[config.mk]
export PLATFORM = sky130hd
export DESIGN_NAME = nand_strobe_timer
export DESIGN_NICKNAME = d
export VERILOG_FILES = /design/src/rtl/nst_pkg.sv /design/src/rtl/nst_tick_unpack.sv /design/src/rtl/nst_phase_len.sv /design/src/rtl/nst_sequencer.sv /design/src/rtl/nand_strobe_timer.sv
export SDC_FILE = /design/constraint.sdc
export NUM_CORES = 1
export LEC_CHECK = 0
export BUFFER_PORTS_ARGS = -buffer_cell sky130_fd_sc_hd__buf_2
export CAP_MARGIN = 5
export CORE_ASPECT_RATIO = 0.8
export CORE_MARGIN = 4
export CORE_UTILIZATION = 55
export CTS_BUF_LIST = sky130_fd_sc_hd__clkbuf_8 sky130_fd_sc_hd__clkbuf_16
export DETAILED_ROUTE_END_ITERATION = 10
export GPL_TIMING_DRIVEN = 0
export HOLD_SLACK_MARGIN = 0.06
export PLACE_DENSITY_LB_ADDON = 0.25
export SYNTH_ARGS = -nofsm -noshare
export SYNTH_HDL_FRONTEND = slang
export SYNTH_SLANG_ARGS = --single-unit
[constraint.sdc]
create_clock -name clk -period 11 [get_ports clk]
set_clock_uncertainty 0.1 [all_clocks]
set_input_delay 2.2 -clock clk [delete_from_list [all_inputs] [get_ports clk]]
set_output_delay 2.2 -clock clk [all_outputs]
set_load 0.1 [all_outputs]
[src/rtl/nst_pkg.sv]
`timescale 1ns/1ps
package nst_pkg;
   typedef enum logic [3:0] {
      PH_IDLE, PH_W_RDY, PH_W_LOW, PH_W_HIGH, PH_W_EXT,
      PH_R_RDY, PH_R_LOW, PH_R_HOLD, PH_R_REL
   } phase_e;

   function automatic phase_e phase_succ(input phase_e p);
      case (p)
         PH_W_RDY:  return PH_W_LOW;
         PH_W_LOW:  return PH_W_HIGH;
         PH_W_HIGH: return PH_W_EXT;
         PH_R_RDY:  return PH_R_LOW;
         PH_R_LOW:  return PH_R_HOLD;
         PH_R_HOLD: return PH_R_REL;
         default:   return PH_IDLE;
      endcase
   endfunction

   function automatic logic is_ready_phase(input phase_e p);
      return (p == PH_W_RDY) || (p == PH_R_RDY);
   endfunction
endpackage

[src/rtl/nst_tick_unpack.sv]
`timescale 1ns/1ps
module nst_tick_unpack #(
   parameter int TICK_W = 8,
   parameter int FIELDS = 4,
   localparam int WORD_W = TICK_W * FIELDS
) (
   input  logic [WORD_W-1:0]             word,
   output logic [FIELDS-1:0][TICK_W-1:0] ticks
);
   localparam logic [TICK_W-1:0] ONE = TICK_W'(1);

   for (genvar i = 0; i < FIELDS; i++) begin : g_field
      logic [TICK_W-1:0] raw;
      assign raw      = word[WORD_W-1-i*TICK_W -: TICK_W];
      assign ticks[i] = (raw == '0) ? ONE : raw;
   end
endmodule

[src/rtl/nst_phase_len.sv]
`timescale 1ns/1ps
module nst_phase_len
   import nst_pkg::*;
#(
   parameter int TICK_W = 8
) (
   input  phase_e                   phase,
   input  logic [3:0][TICK_W-1:0]   wt,
   input  logic [3:0][TICK_W-1:0]   rt,
   output logic [TICK_W-1:0]        len
);
   localparam logic [TICK_W-1:0] ONE = TICK_W'(1);

   logic [TICK_W-1:0] we_low_len;
   logic [TICK_W-1:0] re_low_len;

   assign we_low_len = (wt[2] > wt[3]) ? (wt[2] - wt[3]) : ONE;
   assign re_low_len = (rt[0] > rt[2]) ? rt[0] : rt[2];

   always_comb begin
      case (phase)
         PH_W_RDY,
         PH_R_RDY:  len = wt[0];
         PH_W_LOW:  len = we_low_len;
         PH_W_HIGH: len = wt[3];
         PH_W_EXT:  len = wt[1];
         PH_R_LOW:  len = re_low_len;
         PH_R_HOLD: len = rt[1];
         PH_R_REL:  len = rt[3];
         default:   len = ONE;
      endcase
   end
endmodule

[src/rtl/nst_sequencer.sv]
`timescale 1ns/1ps
module nst_sequencer
   import nst_pkg::*;
#(
   parameter int TICK_W = 8
) (
   input  logic              clk,
   input  logic              rst_n,
   input  logic              wr_req,
   input  logic              rd_req,
   input  logic              dev_ready,
   input  logic [TICK_W-1:0] len,
   output phase_e            phase,
   output logic [TICK_W-1:0] tick,
   output logic              accept,
   output logic              we_n,
   output logic              re_n,
   output logic              oe,
   output logic              busy
);
   localparam logic [TICK_W-1:0] ONE = TICK_W'(1);

   phase_e            ph_d;
   logic [TICK_W-1:0] tick_d;
   logic              gate;

   always_comb begin
      ph_d   = phase;
      tick_d = tick;
      accept = 1'b0;
      gate   = is_ready_phase(phase) ? dev_ready : 1'b1;
      if (phase == PH_IDLE) begin
         if (wr_req) begin
            ph_d   = PH_W_RDY;
            tick_d = ONE;
            accept = 1'b1;
         end else if (rd_req) begin
            ph_d   = PH_R_RDY;
            tick_d = ONE;
            accept = 1'b1;
         end
      end else if (gate) begin
         if (tick == len) begin
            ph_d   = phase_succ(phase);
            tick_d = ONE;
         end else begin
            tick_d = tick + ONE;
         end
      end
   end

   always_ff @(posedge clk or negedge rst_n) begin
      if (!rst_n) begin
         phase <= PH_IDLE;
         tick  <= ONE;
         we_n  <= 1'b1;
         re_n  <= 1'b1;
         oe    <= 1'b0;
         busy  <= 1'b0;
      end else begin
         phase <= ph_d;
         tick  <= tick_d;
         we_n  <= (ph_d != PH_W_LOW);
         re_n  <= (ph_d != PH_R_LOW);
         oe    <= (ph_d == PH_W_RDY) || (ph_d == PH_W_LOW) || (ph_d == PH_W_HIGH);
         busy  <= (ph_d != PH_IDLE);
      end
   end
endmodule

[src/rtl/nand_strobe_timer.sv]
`timescale 1ns/1ps
module nand_strobe_timer
   import nst_pkg::*;
#(
   parameter int TICK_W = 8,
   parameter int DATA_W = 8,
   parameter int CTL_W  = 3,
   localparam int FIELDS = 4,
   localparam int WORD_W = TICK_W * FIELDS
) (
   input  logic              clk,
   input  logic              rst_n,
   input  logic              wr_req,
   input  logic [DATA_W-1:0] wr_data,
   input  logic              rd_req,
   input  logic              dev_ready,
   input  logic [WORD_W-1:0] timing_wr,
   input  logic [WORD_W-1:0] timing_rd,
   input  logic [DATA_W-1:0] bus_din,
   input  logic [CTL_W-1:0]  ctl_in,
   output logic              bus_we_n,
   output logic              bus_re_n,
   output logic [DATA_W-1:0] bus_dout,
   output logic              bus_dout_oe,
   output logic [DATA_W-1:0] rd_data,
   output logic              busy,
   output logic [CTL_W-1:0]  ctl_out
);
   if (TICK_W < 2) begin : g_bad_tick
      $error("nand_strobe_timer: TICK_W must be at least 2");
   end
   if (DATA_W < 1 || CTL_W < 1) begin : g_bad_width
      $error("nand_strobe_timer: DATA_W and CTL_W must be positive");
   end

   logic [WORD_W-1:0]             wr_word_q;
   logic [WORD_W-1:0]             rd_word_q;
   logic [DATA_W-1:0]             data_q;
   logic [FIELDS-1:0][TICK_W-1:0] wt;
   logic [FIELDS-1:0][TICK_W-1:0] rt;
   logic [TICK_W-1:0]             len;
   logic [TICK_W-1:0]             tick;
   phase_e                        phase;
   logic                          accept;

   nst_tick_unpack #(.TICK_W(TICK_W), .FIELDS(FIELDS)) u_unpack_wr (
      .word(wr_word_q), .ticks(wt));
   nst_tick_unpack #(.TICK_W(TICK_W), .FIELDS(FIELDS)) u_unpack_rd (
      .word(rd_word_q), .ticks(rt));

   nst_phase_len #(.TICK_W(TICK_W)) u_len (
      .phase(phase), .wt(wt), .rt(rt), .len(len));

   nst_sequencer #(.TICK_W(TICK_W)) u_seq (
      .clk(clk), .rst_n(rst_n), .wr_req(wr_req), .rd_req(rd_req),
      .dev_ready(dev_ready), .len(len), .phase(phase), .tick(tick),
      .accept(accept), .we_n(bus_we_n), .re_n(bus_re_n),
      .oe(bus_dout_oe), .busy(busy));

   always_ff @(posedge clk or negedge rst_n) begin
      if (!rst_n) begin
         wr_word_q <= '0;
         rd_word_q <= '0;
         data_q    <= '0;
      end else if (accept) begin
         wr_word_q <= timing_wr;
         rd_word_q <= timing_rd;
         if (wr_req) data_q <= wr_data;
      end
   end

   always_ff @(posedge clk or negedge rst_n) begin
      if (!rst_n)
         rd_data <= '0;
      else if (phase == PH_R_LOW && tick == rt[0])
         rd_data <= bus_din;
   end

   assign bus_dout = data_q;
   assign ctl_out  = ctl_in;
endmodule

==> flow_summary_export.csv <==
group,metric,value,unit
grt,overflow,0,
place,port_buffers,107,
critical_path,cp-start-kind,"primary input",
clocking,cts_max_path_buffers,2,
sta,finalHoldViolCount,0,
drt,wire_per_inst,17.5,um
floorplanning,coreArea,0.00973,mm2
flow_run,cap_violations,0,
power_and_ir_drop,leakage,3.17,nW
drt,wl_met3,1440,um
critical_path,slowest_delay,0.41,ns
clocking,cts_max_level,3,
clocking,cts.sinks,96,
critical_path,end_kind,"output port",
sta,timing.final.crit_share,45.3,%
power_and_ir_drop,p_comb_share,52.7,%
clocking,post_cts.repair.setup_buffers,0,
critical_path,worstPathArrival,2.68,ns
place,dp_hpwl,12000,um
drt,drc,0,
sta,rsz0062_at_grt,"false",
power_and_ir_drop,pwr-share-seq,31.8,%
power_and_ir_drop,p_clk_share,15.5,%
place,routabilityCongestion,0.956,
power_and_ir_drop,ir_drop,0.207,mV
power_and_ir_drop,sw_frac_of_total,48.0,%
cells_and_area,drive_above_1_share,22.0,%
critical_path,cp_slowest_cell,"buf_2",
drt,ant_nets,0,
cells_and_area,syn2layout_area_growth,18.7,%
critical_path,cp.required,8.70,ns
clocking,ctsHoldBuffers,0,
synthesis,ys_types,70,
drt,wl,15800,um
clocking,cts-resized-gates,0,
cells_and_area,final_common_cell,"nand2_1",
floorplanning,dieArea,0.0117,mm2
grt,grt_pass1_wl,26400,um
drt,top_layer,"met4",
drt,wl_met1,6990,um
critical_path,crit_buf_inv,2,
floorplanning,die_y,97.7,um
clocking,clk_latency,0.35,ns
sta,tns,0,ns
synthesis,synth_warnings,0,
synthesis,synth_cells,640,
synthesis,syn_nets,746,
power_and_ir_drop,power_density,309,mW/mm2
sta,period_needed,4.98,ns
synthesis,synth_edf_count,0,
cells_and_area,diodes,0,
clocking,numCtsBuffers,9,
grt,grt_antenna_before_repair,0,
clocking,cts_tree,"yes",
drt,wl_met2,6950,um
floorplanning,initial_core_util,56.9,%
synthesis,syn_area,0.00554,mm2
sta,setup_viol,0,
grt,track_usage,28.0,%
sta,setup_ws,6.02,ns
synthesis,synthArstFlopShare,100,%
drt,dr_total_vias,5129,
synthesis,yosys_most_used_dff,"dfrtp_1",
synthesis,synth_seq_cells,96,
power_and_ir_drop,internal_power,0.00106,W
sta,fmax,0.201,GHz
grt,grt_start_max_net_pins,66,
synthesis,post_synth.cell_area_avg,8.65,um2
clocking,clock-root-buffer,"clkbuf_16",
critical_path,crit_chain,"buf_4, buf_2",
synthesis,yosysSeqAreaShare,43.5,%
synthesis,synthTopCellsByArea,"dfrtp_1 42%, nand2_1 13%, ha_1 3.8%",
critical_path,r2r_setup_slack,6.46,ns
status,status,"finished, final reports clean",
clocking,clk_pin_slew,0.06,ns
hold_path,hp-class,"register to register",
sta,tightest_slew,1.14,ns
floorplanning,rows,32,
place,dp_slack,6.01,ns
cells_and_area,most-common-layout-cells,"187 x nand2_1, 112 x buf_2, 93 x dfrtp_1",
power_and_ir_drop,p_sw,0.000975,W
sta,drv_slew,0,
drt,drtIter0Drc,427,
synthesis,synth.top_cell.area_share,42.0,%
grt,grt_pass1_vias,5202,
critical_path,critPathMaxFanout,1,
sta,relSlewSlack,23.1,%
synthesis,yosysTopAreaCell,"dfrtp_1",
drt,routed_via_density,5.70,
critical_path,worstSetupPathType,"primary input to output port",
critical_path,reg2regPathDepth,16,
floorplanning,ios,111,
floorplanning,fp.dieW,120,um
critical_path,path_delay_family,"buffers and inverters",
hold_path,hold_path_depth,2,
drt,drt_pre_antenna_iters,5,
critical_path,cp_num_cells,2,
cells_and_area,finalNetCount,865,
tightest hold or removal path: cells and delay by family, from the launching register on:
family	cells	cell delay, ns
flops	1	0.36
simple gates	2	0.10
metal layers:
layer | GRT usage (%) | up-vias
met1 | 40.1 | 2388
li1 | - | 2447
met2 | 42.1 | 257
met4 | 9.15 | 0
met3 | 6.60 | 37
met5 | 0 | -
cells in the mapped netlist (3+ instances only):
cell type  count
inv_1         24
nand3_1        7
a211oi_1       4
o21ai_1        3
a21oi_1       15
nor3_1        18
nor2b_1        9
a211oi_2       4
o21ai_0       29
mux2_2        18
nand2b_1       3
o31ai_1        4
clkbuf_1      37
o22ai_1        7
a22oi_1        4
buf_2          6
nand4_1        6
nand2_1      187
ha_1          17
o21a_1         6
nor2_1        24
nor4_1         9
o211ai_1       9
dfrtp_1       93
xor2_1         5
a21o_1         4
xnor2_1       16
a31oi_1        7
dfstp_2        3
o311ai_1       3
buf_4          3
mux2i_1        5
a32oi_1        6
state kept, by name (all words and copies together) (netlist names):
signal / count
bus_dout: 8
wr_word_q: 32
u_seq.we_n: 1
u_seq.phase: 4
u_seq.tick: 8
rd_word_q: 32
u_seq.re_n: 1
u_seq.oe: 1
rd_data: 8
u_seq.busy: 1
worst paths after layout:
path,startpoint,end
max in group asynchronous,rst_n,u_seq.we_n
max,ctl_in[1],ctl_out[1]
min reg2reg,wr_word_q[0],wr_word_q[0]
min,wr_word_q[0],wr_word_q[0]
min in group asynchronous,rst_n,rd_word_q[9]
max reg2reg,wr_word_q[4],u_seq.tick[2]
area by class of cell:
cell class / instances / area [um2]
Clock buffer: 11 / 253
Fill cell: 841 / 3160
Sequential cell: 96 / 2410
Buffer: 48 / 206
Inverter: 24 / 90.1
Clock inverter: 5 / 47.5
Timing Repair Buffer: 108 / 566
Tap cell: 136 / 170
Multi-Input combinational cell: 472 / 2830
through the flow:
step / std cells / utilization, % / area (um2) / hold slack (ns) / total power, W
floorplan: 640 / - / 5540 / 0.337 / 0.00142
global placement: 883 / 64.1 / 6240 / 0.360 / 0.00166
detailed placement: 884 / 64.5 / 6270 / 0.368 / 0.00170
CTS: 900 / 67.5 / 6570 / 0.390 / 0.00202
global route: 900 / 67.5 / 6570 / 0.420 / 0.00219
finish: 900 / 67.5 / 6570 / 0.393 / 0.00203
power groups by stage:
stage	Sequential [W]	Clock (W)	Combinational, W
5_1_grt	0.000662	0.000337	0.00119
3_3_place_gp	0.000639	0	0.00102
6_report	0.000645	0.000315	0.00107
4_1_cts	0.000641	0.000320	0.00106
2_1_floorplan	0.000733	0	0.000687
3_5_place_dp	0.000642	0	0.00105
logic make-up (layout without fill, tap and decap cells):
family / count (synthesis) / after routing / share of synthesized area, %
AND/OR/NAND/NOR: 281 / 281 / 22.4
XOR/XNOR: 21 / 21 / 3.32
flip-flops: 96 / 96 / 43.5
multiplexers: 23 / 23 / 4.57
adder cells (fa/ha/maj): 18 / 18 / 4.20
AO/OA/AOI/OAI: 129 / 129 / 16.6
buffers and inverters: 72 / 196 / 5.36
Note: power is estimated with default switching activity, not from simulation.
